### config.mk
export PLATFORM = sky130hd
export DESIGN_NAME = i2c_regwr_target
export DESIGN_NICKNAME = d
export VERILOG_FILES = /design/src/rtl/i2c_tgt_pkg.sv /design/src/rtl/i2c_line_cond.sv /design/src/rtl/i2c_frame_ctl.sv /design/src/rtl/i2c_reg_file.sv /design/src/rtl/i2c_regwr_target.sv
export SDC_FILE = /design/constraint.sdc
export NUM_CORES = 1
export LEC_CHECK = 0
export CORE_AREA = 5 5 100 102
export DETAILED_ROUTE_END_ITERATION = 6
export DIE_AREA = 0 0 105 107
export HOLD_SLACK_MARGIN = 0.02
export PLACE_DENSITY = 0.77
export SYNTH_ARGS = -nofsm -noshare
export SYNTH_HDL_FRONTEND = slang
export SYNTH_SLANG_ARGS = --single-unit
### constraint.sdc
create_clock -name clk -period 4.05 [get_ports clk]
set_clock_uncertainty 0.05 [all_clocks]
set_input_delay 0.81 -clock clk [delete_from_list [all_inputs] [get_ports clk]]
set_output_delay 0.81 -clock clk [all_outputs]
set_load 0.02 [all_outputs]
### src/rtl/i2c_tgt_pkg.sv
package i2c_tgt_pkg;

    typedef enum logic [2:0] {
        PH_IDLE,
        PH_ADDR,
        PH_PTR,
        PH_DATA,
        PH_SKIP
    } phase_e;

    localparam logic [3:0] DEV_ID_HI     = 4'b1001;
    localparam int         BYTE_W        = 8;
    localparam int         STRAP_W       = 3;
    localparam logic [7:0] PTR_CFG       = 8'h01;
    localparam logic [7:0] PTR_WIDE_BASE = 8'h02;
    localparam int         NUM_WIDE      = 2;

endpackage

### src/rtl/i2c_line_cond.sv
module i2c_line_cond #(
    parameter int SYNC_STAGES = 2
) (
    input  logic clk,
    input  logic rst_n,
    input  logic scl_i,
    input  logic sda_i,
    output logic scl_lvl_o,
    output logic sda_lvl_o,
    output logic start_o,
    output logic stop_o,
    output logic rise_o,
    output logic fall_o
);

    typedef struct packed {
        logic [SYNC_STAGES-1:0] scl_sh;
        logic [SYNC_STAGES-1:0] sda_sh;
        logic                   scl_p;
        logic                   sda_p;
    } sync_t;

    sync_t s_d, s_q;

    always_comb begin
        s_d        = s_q;
        s_d.scl_sh = {s_q.scl_sh[SYNC_STAGES-2:0], scl_i};
        s_d.sda_sh = {s_q.sda_sh[SYNC_STAGES-2:0], sda_i};
        s_d.scl_p  = s_q.scl_sh[SYNC_STAGES-1];
        s_d.sda_p  = s_q.sda_sh[SYNC_STAGES-1];
    end

    always_ff @(posedge clk or negedge rst_n) begin
        if (!rst_n) begin
            s_q <= '{scl_sh: '1, sda_sh: '1, scl_p: 1'b1, sda_p: 1'b1};
        end else begin
            s_q <= s_d;
        end
    end

    assign scl_lvl_o = s_q.scl_sh[SYNC_STAGES-1];
    assign sda_lvl_o = s_q.sda_sh[SYNC_STAGES-1];
    assign start_o   = scl_lvl_o & s_q.scl_p & s_q.sda_p & ~sda_lvl_o;
    assign stop_o    = scl_lvl_o & s_q.scl_p & ~s_q.sda_p & sda_lvl_o;
    assign rise_o    = scl_lvl_o & ~s_q.scl_p;
    assign fall_o    = ~scl_lvl_o & s_q.scl_p;

endmodule

### src/rtl/i2c_frame_ctl.sv
module i2c_frame_ctl
    import i2c_tgt_pkg::*;
(
    input  logic               clk,
    input  logic               rst_n,
    input  logic               scl_lvl_i,
    input  logic               sda_lvl_i,
    input  logic               start_i,
    input  logic               stop_i,
    input  logic               rise_i,
    input  logic               fall_i,
    input  logic [STRAP_W-1:0] strap_i,
    output logic               sda_oe_o,
    output logic               ev_ptr_o,
    output logic               ev_data_o,
    output logic [BYTE_W-1:0]  ev_byte_o
);

    localparam int CNT_W = $clog2(BYTE_W + 1);

    typedef struct packed {
        phase_e             phase;
        logic [CNT_W-1:0]   bit_cnt;
        logic [BYTE_W-1:0]  shreg;
        logic               ack_ph;
        logic               oe;
        logic               ev_ptr;
        logic               ev_data;
        logic [BYTE_W-1:0]  byte_out;
    } frame_t;

    frame_t f_d, f_q;
    logic   addr_hit;

    assign addr_hit = (f_q.shreg[BYTE_W-1:1] == {DEV_ID_HI, strap_i}) && !f_q.shreg[0];

    always_comb begin
        f_d         = f_q;
        f_d.ev_ptr  = 1'b0;
        f_d.ev_data = 1'b0;
        if (start_i) begin
            f_d.phase   = PH_ADDR;
            f_d.bit_cnt = '0;
            f_d.ack_ph  = 1'b0;
            f_d.oe      = 1'b0;
        end else if (stop_i) begin
            f_d.phase   = PH_IDLE;
            f_d.bit_cnt = '0;
            f_d.ack_ph  = 1'b0;
            f_d.oe      = 1'b0;
        end else if (f_q.phase inside {PH_ADDR, PH_PTR, PH_DATA}) begin
            if (rise_i && !f_q.ack_ph && (f_q.bit_cnt < CNT_W'(BYTE_W))) begin
                f_d.shreg   = {f_q.shreg[BYTE_W-2:0], sda_lvl_i};
                f_d.bit_cnt = f_q.bit_cnt + CNT_W'(1);
            end
            if (fall_i) begin
                if (!f_q.ack_ph && (f_q.bit_cnt == CNT_W'(BYTE_W))) begin
                    if ((f_q.phase == PH_ADDR) && !addr_hit) begin
                        f_d.phase = PH_SKIP;
                    end else begin
                        f_d.ack_ph = 1'b1;
                        f_d.oe     = 1'b1;
                    end
                end else if (f_q.ack_ph) begin
                    f_d.ack_ph   = 1'b0;
                    f_d.oe       = 1'b0;
                    f_d.bit_cnt  = '0;
                    f_d.byte_out = f_q.shreg;
                    unique case (f_q.phase)
                        PH_ADDR: f_d.phase = PH_PTR;
                        PH_PTR: begin
                            f_d.ev_ptr = 1'b1;
                            f_d.phase  = PH_DATA;
                        end
                        default: f_d.ev_data = 1'b1;
                    endcase
                end
            end
        end
    end

    always_ff @(posedge clk or negedge rst_n) begin
        if (!rst_n) begin
            f_q <= '{phase: PH_IDLE, bit_cnt: '0, shreg: '0, ack_ph: 1'b0, oe: 1'b0,
                     ev_ptr: 1'b0, ev_data: 1'b0, byte_out: '0};
        end else begin
            f_q <= f_d;
        end
    end

    assign sda_oe_o  = f_q.oe;
    assign ev_ptr_o  = f_q.ev_ptr;
    assign ev_data_o = f_q.ev_data;
    assign ev_byte_o = f_q.byte_out;

    AST_SKIP_SILENT: assert property (@(posedge clk) disable iff (!rst_n)
        (f_q.phase == PH_SKIP) |-> !f_q.oe);
    AST_OE_SCL_LOW: assert property (@(posedge clk) disable iff (!rst_n)
        $rose(f_q.oe) |-> !scl_lvl_i);
    AST_IDLE_NO_EVENT: assert property (@(posedge clk) disable iff (!rst_n)
        (f_q.phase == PH_SKIP) |=> !(ev_ptr_o || ev_data_o));

endmodule

### src/rtl/i2c_reg_file.sv
module i2c_reg_file
    import i2c_tgt_pkg::*;
#(
    parameter logic [7:0]  CFG_RST   = 8'h00,
    parameter logic [15:0] HYST_RST  = 16'h4B00,
    parameter logic [15:0] OTEMP_RST = 16'h5000
) (
    input  logic              clk,
    input  logic              rst_n,
    input  logic              ev_ptr_i,
    input  logic              ev_data_i,
    input  logic [BYTE_W-1:0] ev_byte_i,
    output logic [BYTE_W-1:0] ptr_o,
    output logic [BYTE_W-1:0] cfg_o,
    output logic [15:0]       hyst_o,
    output logic [15:0]       otemp_o
);

    localparam int WIDE_W = 2 * BYTE_W;

    typedef struct packed {
        logic [BYTE_W-1:0]                ptr;
        logic [BYTE_W-1:0]                cfg;
        logic [NUM_WIDE-1:0][WIDE_W-1:0]  wide;
        logic [BYTE_W-1:0]                hi_hold;
        logic [1:0]                       idx;
    } regs_t;

    regs_t r_d, r_q;
    logic  ptr_known;

    always_comb begin
        ptr_known = (r_q.ptr == PTR_CFG);
        for (int k = 0; k < NUM_WIDE; k++) begin
            if (r_q.ptr == PTR_WIDE_BASE + 8'(k)) ptr_known = 1'b1;
        end
    end

    always_comb begin
        r_d = r_q;
        if (ev_ptr_i) begin
            r_d.ptr = ev_byte_i;
            r_d.idx = 2'd0;
        end else if (ev_data_i) begin
            if (r_q.idx != 2'd2) r_d.idx = r_q.idx + 2'd1;
            if ((r_q.ptr == PTR_CFG) && (r_q.idx == 2'd0)) begin
                r_d.cfg = ev_byte_i;
            end
            for (int k = 0; k < NUM_WIDE; k++) begin
                if (r_q.ptr == PTR_WIDE_BASE + 8'(k)) begin
                    if (r_q.idx == 2'd0) begin
                        r_d.hi_hold = ev_byte_i;
                    end else if (r_q.idx == 2'd1) begin
                        r_d.wide[k] = {r_q.hi_hold, ev_byte_i};
                    end
                end
            end
        end
    end

    always_ff @(posedge clk or negedge rst_n) begin
        if (!rst_n) begin
            r_q <= '{ptr: '0, cfg: CFG_RST, wide: {OTEMP_RST, HYST_RST}, hi_hold: '0, idx: 2'd0};
        end else begin
            r_q <= r_d;
        end
    end

    assign ptr_o   = r_q.ptr;
    assign cfg_o   = r_q.cfg;
    assign hyst_o  = r_q.wide[0];
    assign otemp_o = r_q.wide[1];

    AST_PTR_ONLY_KEEPS: assert property (@(posedge clk) disable iff (!rst_n)
        ev_ptr_i |=> ($stable(cfg_o) && $stable(hyst_o) && $stable(otemp_o)));
    AST_CFG_SURPLUS: assert property (@(posedge clk) disable iff (!rst_n)
        (ev_data_i && (r_q.idx != 2'd0)) |=> $stable(cfg_o));
    AST_UNDEF_PTR: assert property (@(posedge clk) disable iff (!rst_n)
        (ev_data_i && !ptr_known) |=> ($stable(cfg_o) && $stable(hyst_o) && $stable(otemp_o)));

    for (genvar g = 0; g < NUM_WIDE; g++) begin : g_wide_chk
        AST_WIDE_HALF: assert property (@(posedge clk) disable iff (!rst_n)
            (ev_data_i && (r_q.idx != 2'd1)) |=> $stable(r_q.wide[g]));
    end

endmodule

### src/rtl/i2c_regwr_target.sv
module i2c_regwr_target
    import i2c_tgt_pkg::*;
#(
    parameter int          SYNC_STAGES = 2,
    parameter logic [7:0]  CFG_RST     = 8'h00,
    parameter logic [15:0] HYST_RST    = 16'h4B00,
    parameter logic [15:0] OTEMP_RST   = 16'h5000
) (
    input  logic        clk,
    input  logic        rst_n,
    input  logic        scl_i,
    input  logic        sda_i,
    input  logic [2:0]  strap_i,
    output logic        sda_oe_o,
    output logic [7:0]  ptr_o,
    output logic [7:0]  cfg_o,
    output logic [15:0] hyst_o,
    output logic [15:0] otemp_o
);

    logic              scl_lvl, sda_lvl, cond_start, cond_stop, scl_rise, scl_fall;
    logic              ev_ptr, ev_data;
    logic [BYTE_W-1:0] ev_byte;

    i2c_line_cond #(.SYNC_STAGES(SYNC_STAGES)) u_line (
        .clk      (clk),
        .rst_n    (rst_n),
        .scl_i    (scl_i),
        .sda_i    (sda_i),
        .scl_lvl_o(scl_lvl),
        .sda_lvl_o(sda_lvl),
        .start_o  (cond_start),
        .stop_o   (cond_stop),
        .rise_o   (scl_rise),
        .fall_o   (scl_fall)
    );

    i2c_frame_ctl u_frame (
        .clk      (clk),
        .rst_n    (rst_n),
        .scl_lvl_i(scl_lvl),
        .sda_lvl_i(sda_lvl),
        .start_i  (cond_start),
        .stop_i   (cond_stop),
        .rise_i   (scl_rise),
        .fall_i   (scl_fall),
        .strap_i  (strap_i),
        .sda_oe_o (sda_oe_o),
        .ev_ptr_o (ev_ptr),
        .ev_data_o(ev_data),
        .ev_byte_o(ev_byte)
    );

    i2c_reg_file #(
        .CFG_RST  (CFG_RST),
        .HYST_RST (HYST_RST),
        .OTEMP_RST(OTEMP_RST)
    ) u_regs (
        .clk      (clk),
        .rst_n    (rst_n),
        .ev_ptr_i (ev_ptr),
        .ev_data_i(ev_data),
        .ev_byte_i(ev_byte),
        .ptr_o    (ptr_o),
        .cfg_o    (cfg_o),
        .hyst_o   (hyst_o),
        .otemp_o  (otemp_o)
    );

    AST_START_CLEARS_OE: assert property (@(posedge clk) disable iff (!rst_n)
        (cond_start || cond_stop) |=> !sda_oe_o);

endmodule

**Yosys cells after proc, flatten, opt, wreduce, memory -nomap -nowiden**

Index checks and enable logic that the tools add are counted.
Widths: inputs -> output; s select.

- $lt $le $gt $ge: 1
- Eq/ne operators: 12
- Multiplexer cells: 28
- Add/subtract/negate cells: 2
- Bitwise operators: 16
- Reductions and logical operators: 28

Operators by type and width:

| kind | count |
|---|---|
| $mux 8 | 4 |
| $mux 10 | 3 |
| $mux 7 | 4 |
| $mux 27 | 1 |
| $mux 12 | 2 |
| $eq 8x2->1 const B | 2 |
| $reduce_and 5->1 | 3 |
| $mux 2 | 7 |
| $mux 11 | 1 |
| $not 1->1 | 9 |
| $reduce_bool 3->1 | 3 |
| $eq 8x1->1 const B | 1 |
| $ne 4x4->1 const B | 2 |
| $reduce_and 4->1 | 2 |
| $and 1x1->1 | 7 |
| $eq 7x7->1 | 1 |
| $eq 3x2->1 const B | 2 |
| $logic_and 1x1->1 | 6 |
| $mux 3 | 2 |
| $pmux 3 s2 | 1 |
| $reduce_and 3->1 | 2 |
| $reduce_and 6->1 | 1 |
| $reduce_bool 5->1 | 1 |
| $add 4x1->4 const B | 1 |
| 14 further kinds | 19 |

- Output and inout port bits: 49
- Bits in registers: 91
- Input port bits: 7

**Longest topological paths before layout**

- Word-level depth: 11
- Depth in mapped cells: 6
- Gate-level depth less buffers: 6

**By module**

A second synthesis with hierarchy kept.

- Cell total of the unflattened synthesis: 316
- Area, all modules: 4317.9 sq um

By module, submodules not included:

| module | cells an instance | area an instance (sq um) | instances |
|---|---|---|---|
| i2c_reg_file | 185 | 2763.9 | 1 |
| i2c_frame_ctl | 121 | 1361.3 | 1 |
| i2c_line_cond | 10 | 192.7 | 1 |

**Least setup slack after synthesis**

OpenSTA, ideal clock, no wires.

- Path type: register to register
- Start: register u_regs.r_q, in the netlist u_regs.ptr_o[5]
- End: register u_regs.r_q, in the netlist u_regs.hyst_o[10]
- Path slack: 2.197 ns
- Stages on the path, launching flop included: 7
- Clock period less this slack: 1.853 ns
- Arrival: 1.676 ns
- Required time: 3.873 ns
- Cells stage by stage: dfrtp_1 > nor4_2 > and3_2 > and4bb_1 > buf_4 > buf_6 > mux2_1

- Longest elaborated chain between the ends: 2

RTL lines:

| element | line | RTL |
|---|---|---|
| from (decl) | i2c_reg_file.sv:29 | `regs_t r_d, r_q;` |
| from (signal assigned) | i2c_reg_file.sv:63 | `r_q <= '{ptr: '0, cfg: CFG_RST, wide: {OTEMP_RST, HYST_RST}, hi_hold: '0, idx: 2'd0};` |
| from (signal assigned) | i2c_reg_file.sv:65 | `r_q <= r_d;` |
| $eq 8x2->1 | n/a |  |
| $reduce_and 5->1 (no source line) | n/a |  |

Every way passes these cells.
A chain may end at the register's enable or synchronous reset.

**Worst setup path in the final report**

- Start: register u_frame.f_q, in the netlist u_frame.ev_ptr_o
- End: register u_regs.r_q, in the netlist u_regs.hyst_o[15]

- Longest elaborated chain between the ends: 2

RTL lines:

| element | line | RTL |
|---|---|---|
| from (decl) | i2c_frame_ctl.sv:32 | `frame_t f_d, f_q;` |
| from (signal assigned) | i2c_frame_ctl.sv:84 | `f_q <= '{phase: PH_IDLE, bit_cnt: '0, shreg: '0, ack_ph: 1'b0, oe: 1'b0,` |
| $not 1->1 (no source line) | n/a |  |
| $reduce_and 5->1 (no source line) | n/a |  |

Every way passes these cells.

==> flow_summary.html <==
<table>
<tr><th>Metric</th><th>Value</th></tr>
<tr><th colspan="2">Power</th></tr>
<tr><td>Worst VDD drop</td><td>0.000315 V</td></tr>
<tr><td>Static leakage</td><td>2.15 nW</td></tr>
<tr><td>Power density cells</td><td>430 nW/um2</td></tr>
<tr><th colspan="2">STA</th></tr>
<tr><td>Setup tns final</td><td>0 ns</td></tr>
<tr><td>Slew Viols, Final</td><td>0</td></tr>
<tr><td>Timing-limited maximum frequency</td><td>413 MHz</td></tr>
<tr><td>Count of final setup violators</td><td>0</td></tr>
<tr><td>Slew headroom</td><td>0.260</td></tr>
<tr><td>Hold violation count in the final report</td><td>0</td></tr>
<tr><td>Crit share post-route</td><td>0.598</td></tr>
<tr><td>RSZ-0062 raised after global routing</td><td>no</td></tr>
<tr><td>Min Clock Period, post-route</td><td>2.42 ns</td></tr>
<tr><td>Measured slew at the worst slew-check pin</td><td>1.11 ns</td></tr>
<tr><th colspan="2">Detailed routing</th></tr>
<tr><td>Number of remaining DRC errors</td><td>0</td></tr>
<tr><td>Highest metal layer with signal wires</td><td>met4</td></tr>
<tr><td>Wl on met1</td><td>3120 um</td></tr>
<tr><td>Total vias in the final route</td><td>2200</td></tr>
<tr><td>Routed via count divided by cell count</td><td>5.15</td></tr>
<tr><td>Final antenna-violating net count</td><td>0</td></tr>
<tr><td>Routed Wire Length</td><td>6930 um</td></tr>
<tr><td>Initial drt markers</td><td>66</td></tr>
<tr><td>DRT Pass-1 Iters</td><td>4</td></tr>
<tr><td>Met2 routed wirelength</td><td>3420 um</td></tr>
<tr><td>Wire length on met3</td><td>~370 um</td></tr>
<tr><td>Detailed-route wire length per cell</td><td>16.2 um</td></tr>
<tr><th colspan="2">Yosys</th></tr>
<tr><td>Post-Syn Area per Cell</td><td>13.6 um2</td></tr>
<tr><td>Synthesized net count</td><td>314</td></tr>
<tr><td>Sequential share of the synthesized area</td><td>0.560</td></tr>
<tr><td>Area fraction of the dominant cell type after synthesis</td><td>0.483</td></tr>
<tr><td>Leading cell type by number of instances after synthesis</td><td>dfrtp_1</td></tr>
<tr><td>Top post-synthesis cells by count</td><td>dfrtp_1 (79), mux2_2 (57), buf_4 (50), mux2_1 (15), dfstp_2 (12)</td></tr>
<tr><td>Post-synth EDFFs</td><td>0</td></tr>
<tr><td>Share of async-settable or async-resettable flops after synthesis</td><td>1.00</td></tr>
<tr><td>Number of warnings issued by yosys</td><td>0</td></tr>
<tr><td>Ys flop type</td><td>dfrtp_1</td></tr>
<tr><td>Distinct cells, synth</td><td>42</td></tr>
<tr><td>Top area cells in the synthesized netlist</td><td>dfrtp_1 (48%), mux2_2 (16%), buf_4 (9.2%)</td></tr>
<tr><td>Cell area after synthesis</td><td>approximately 4000 um2</td></tr>
<tr><td>Count of state elements after synthesis</td><td>between 90 and 100</td></tr>
<tr><td>Gate count of the mapped netlist</td><td>302</td></tr>
<tr><td>Top cell type by total area after synthesis</td><td>dfrtp_1</td></tr>
<tr><th colspan="2">Clock network</th></tr>
<tr><td>Number of clock buffers inserted by TritonCTS</td><td>9</td></tr>
<tr><td>Clock Latency Late Sink</td><td>between 0.3 and 0.4 ns</td></tr>
<tr><td>Clk sink count</td><td>just over 90</td></tr>
<tr><td>Post-CTS clock slew at the launch and capture registers of the worst setup and hold paths</td><td>0.10 ns</td></tr>
<tr><td>Gates resized, CTS repair</td><td>0</td></tr>
<tr><td>CTS tree</td><td>built</td></tr>
<tr><td>H-tree levels</td><td>3</td></tr>
<tr><td>CTS Root Buffer Type</td><td>clkbuf_8</td></tr>
<tr><td># Post-CTS Setup Buffers</td><td>0</td></tr>
<tr><td>Number of hold buffers added after CTS</td><td>0</td></tr>
<tr><td>Maximum clock insertion buffer count</td><td>2</td></tr>
<tr><th colspan="2">Floorplan</th></tr>
<tr><td>DIE AREA</td><td>about 11000 um2</td></tr>
<tr><td>Effective utilization at floorplan</td><td>0.454</td></tr>
<tr><td>Die outline height</td><td>107 um</td></tr>
<tr><td>Placement Rows</td><td>35</td></tr>
<tr><td>Core footprint</td><td>9020 um2</td></tr>
<tr><td>Ports</td><td>56</td></tr>
<tr><td>Die X-Extent</td><td>approximately 110 um</td></tr>
<tr><th colspan="2">Cells and area</th></tr>
<tr><td>Number of nets in the finished design</td><td>323</td></tr>
<tr><td>Final core utilization</td><td>0.505</td></tr>
<tr><td>Share of cells above drive strength 1</td><td>0.291</td></tr>
<tr><td>Synthesis-to-layout area growth</td><td>11.3%</td></tr>
<tr><td>Number of filler cells placed in the layout</td><td>a little under 800</td></tr>
<tr><td>Inserted Diodes</td><td>0</td></tr>
<tr><th colspan="2">Global routing</th></tr>
<tr><td>Maximum number of pins on one net before global-route repair</td><td>just over 90</td></tr>
<tr><td>All-Layer GR Usage</td><td>0.133</td></tr>
<tr><td>Global-route wire length before repair</td><td>12100 um</td></tr>
<tr><td>Number of antenna violations at the first check in global routing</td><td>0</td></tr>
<tr><td>Via count of the first global-routing pass</td><td>2380</td></tr>
<tr><td>Congestion Overflow GR</td><td>0</td></tr>
<tr><th colspan="2">Status</th></tr>
<tr><td>Run status</td><td>completed</td></tr>
<tr><th colspan="2">Worst hold path</th></tr>
<tr><td>Startpoint of the tightest hold check path</td><td>u_line.s_d[3]</td></tr>
<tr><td>Class of the worst hold path</td><td>flip-flop to flip-flop</td></tr>
<tr><th colspan="2">Worst setup path</th></tr>
<tr><td>Data arrival time of the critical path</td><td>2.62 ns</td></tr>
<tr><td>Sort of element at the end of the critical path</td><td>flip-flop</td></tr>
<tr><td>Worst Path Max Fanout</td><td>16</td></tr>
<tr><td>CP Class</td><td>flip-flop to flip-flop</td></tr>
<tr><td>Critical path required time</td><td>between 4 and 5 ns</td></tr>
<tr><td>Launch point of the worst path</td><td>u_frame.ev_ptr_o</td></tr>
<tr><td>RR Startpoint</td><td>u_frame.ev_ptr_o</td></tr>
<tr><td>Startpoint kind of the worst setup timing path</td><td>flip-flop</td></tr>
<tr><th colspan="2">Placement</th></tr>
<tr><td>Final GP Congestion</td><td>~0.77</td></tr>
<tr><td>Count of buffers from port buffering</td><td>55</td></tr>
<tr><td>HPWL after detailed placement</td><td>a little under 5000 um</td></tr>
<tr><th colspan="2">Job</th></tr>
<tr><td>Number of max-cap violations</td><td>0</td></tr>
</table>
[flip-flops by register name (all words and copies together) (netlist names), 2 cells and up, named ones only]
name               cells
u_frame.ev_byte_o      8
u_frame.f_q           16
u_line.s_d             2
u_line.s_q             2
u_regs.cfg_o           8
u_regs.hyst_o         16
u_regs.otemp_o        16
u_regs.ptr_o           8
u_regs.r_q             2
[worst paths after layout]
check / endpoint / slack [ns] / cells after the start
setup / recovery: u_regs.hyst_o[15] / 1.63 / 4
hold / removal: u_line.sda_lvl_o / 0.31 / 0
setup reg to reg: u_regs.hyst_o[15] / 1.63 / 4
hold reg to reg: u_line.sda_lvl_o / 0.31 / 0
max in group asynchronous: u_frame.ev_byte_o[0] / 2.63 / 1
min in group asynchronous: u_regs.otemp_o[9] / 0.60 / 1
[report_power, final]
group	switching (mW)	internal, mW	leakage (nW)	total (mW)
clock network	0.327	0.251	0.0947	0.578
registers	0.110	0.994	1.21	1.10
logic	0.138	0.142	0.839	0.279
[layout by cell type, fill, tap and decap left out, types with 6 or more instances in the layout]
master	count
nor2_1	9
mux2_2	57
inv_1	6
dfrtp_1	79
clkbuf_8	10
nand2_1	7
mux2_1	15
dfstp_2	12
clkdlybuf4s50_1	54
[through the flow]
stage	total power, mW	instances	setup slack [ns]	cell area [um2]	hold WS, ns
finish	1.96	427	1.63	4560	0.309
CTS	1.99	427	1.61	4560	0.309
global placement	1.38	411	1.67	4370	0.297
global route	2.08	427	1.49	4560	0.311
detailed placement	1.40	411	1.61	4370	0.297
floorplan	1.30	302	2.20	4090	0.295
[kinds of logic (layout without fill, tap and decap cells)]
family | Yosys count | count (layout) | synth area share
xor+xnor | 7 | 7 | 0.0150
buf+inv | 63 | 77 | 0.106
flops | 91 | 91 | 0.560
fa+ha+maj | 5 | 5 | 0.0153
compound gates | 18 | 18 | 0.0309
simple gates | 45 | 45 | 0.0724
mux | 73 | 73 | 0.200
[layout make-up]
cell class | count | area (um2) | share of cell area
clock buffers | 10 | 138 | 0.0302
well taps | 111 | 139 | 0.0305
repair buffers | 55 | 548 | 0.120
multi-input cells | 148 | 1370 | 0.300
inverters | 6 | 22.5 | 0.00494
clock inverters | 6 | 51.3 | 0.0113
flip-flops and latches | 91 | 2290 | 0.503
[layer usage]
metal,up-vias,GRT usage
met1,1110,0.167
met4,0,0.0301
li1,1025,-
met3,3,0.0464
met2,62,0.221
met5,-,0
[worst max-delay path, cell delays in order (launching register included)]
cell and delay, ns:
dfrtp_1 0.54, nor4b_2 0.35, and3_2 0.26, and4bb_1 0.70, mux2_2 0.42
Note: power is estimated with default switching activity, not from simulation.
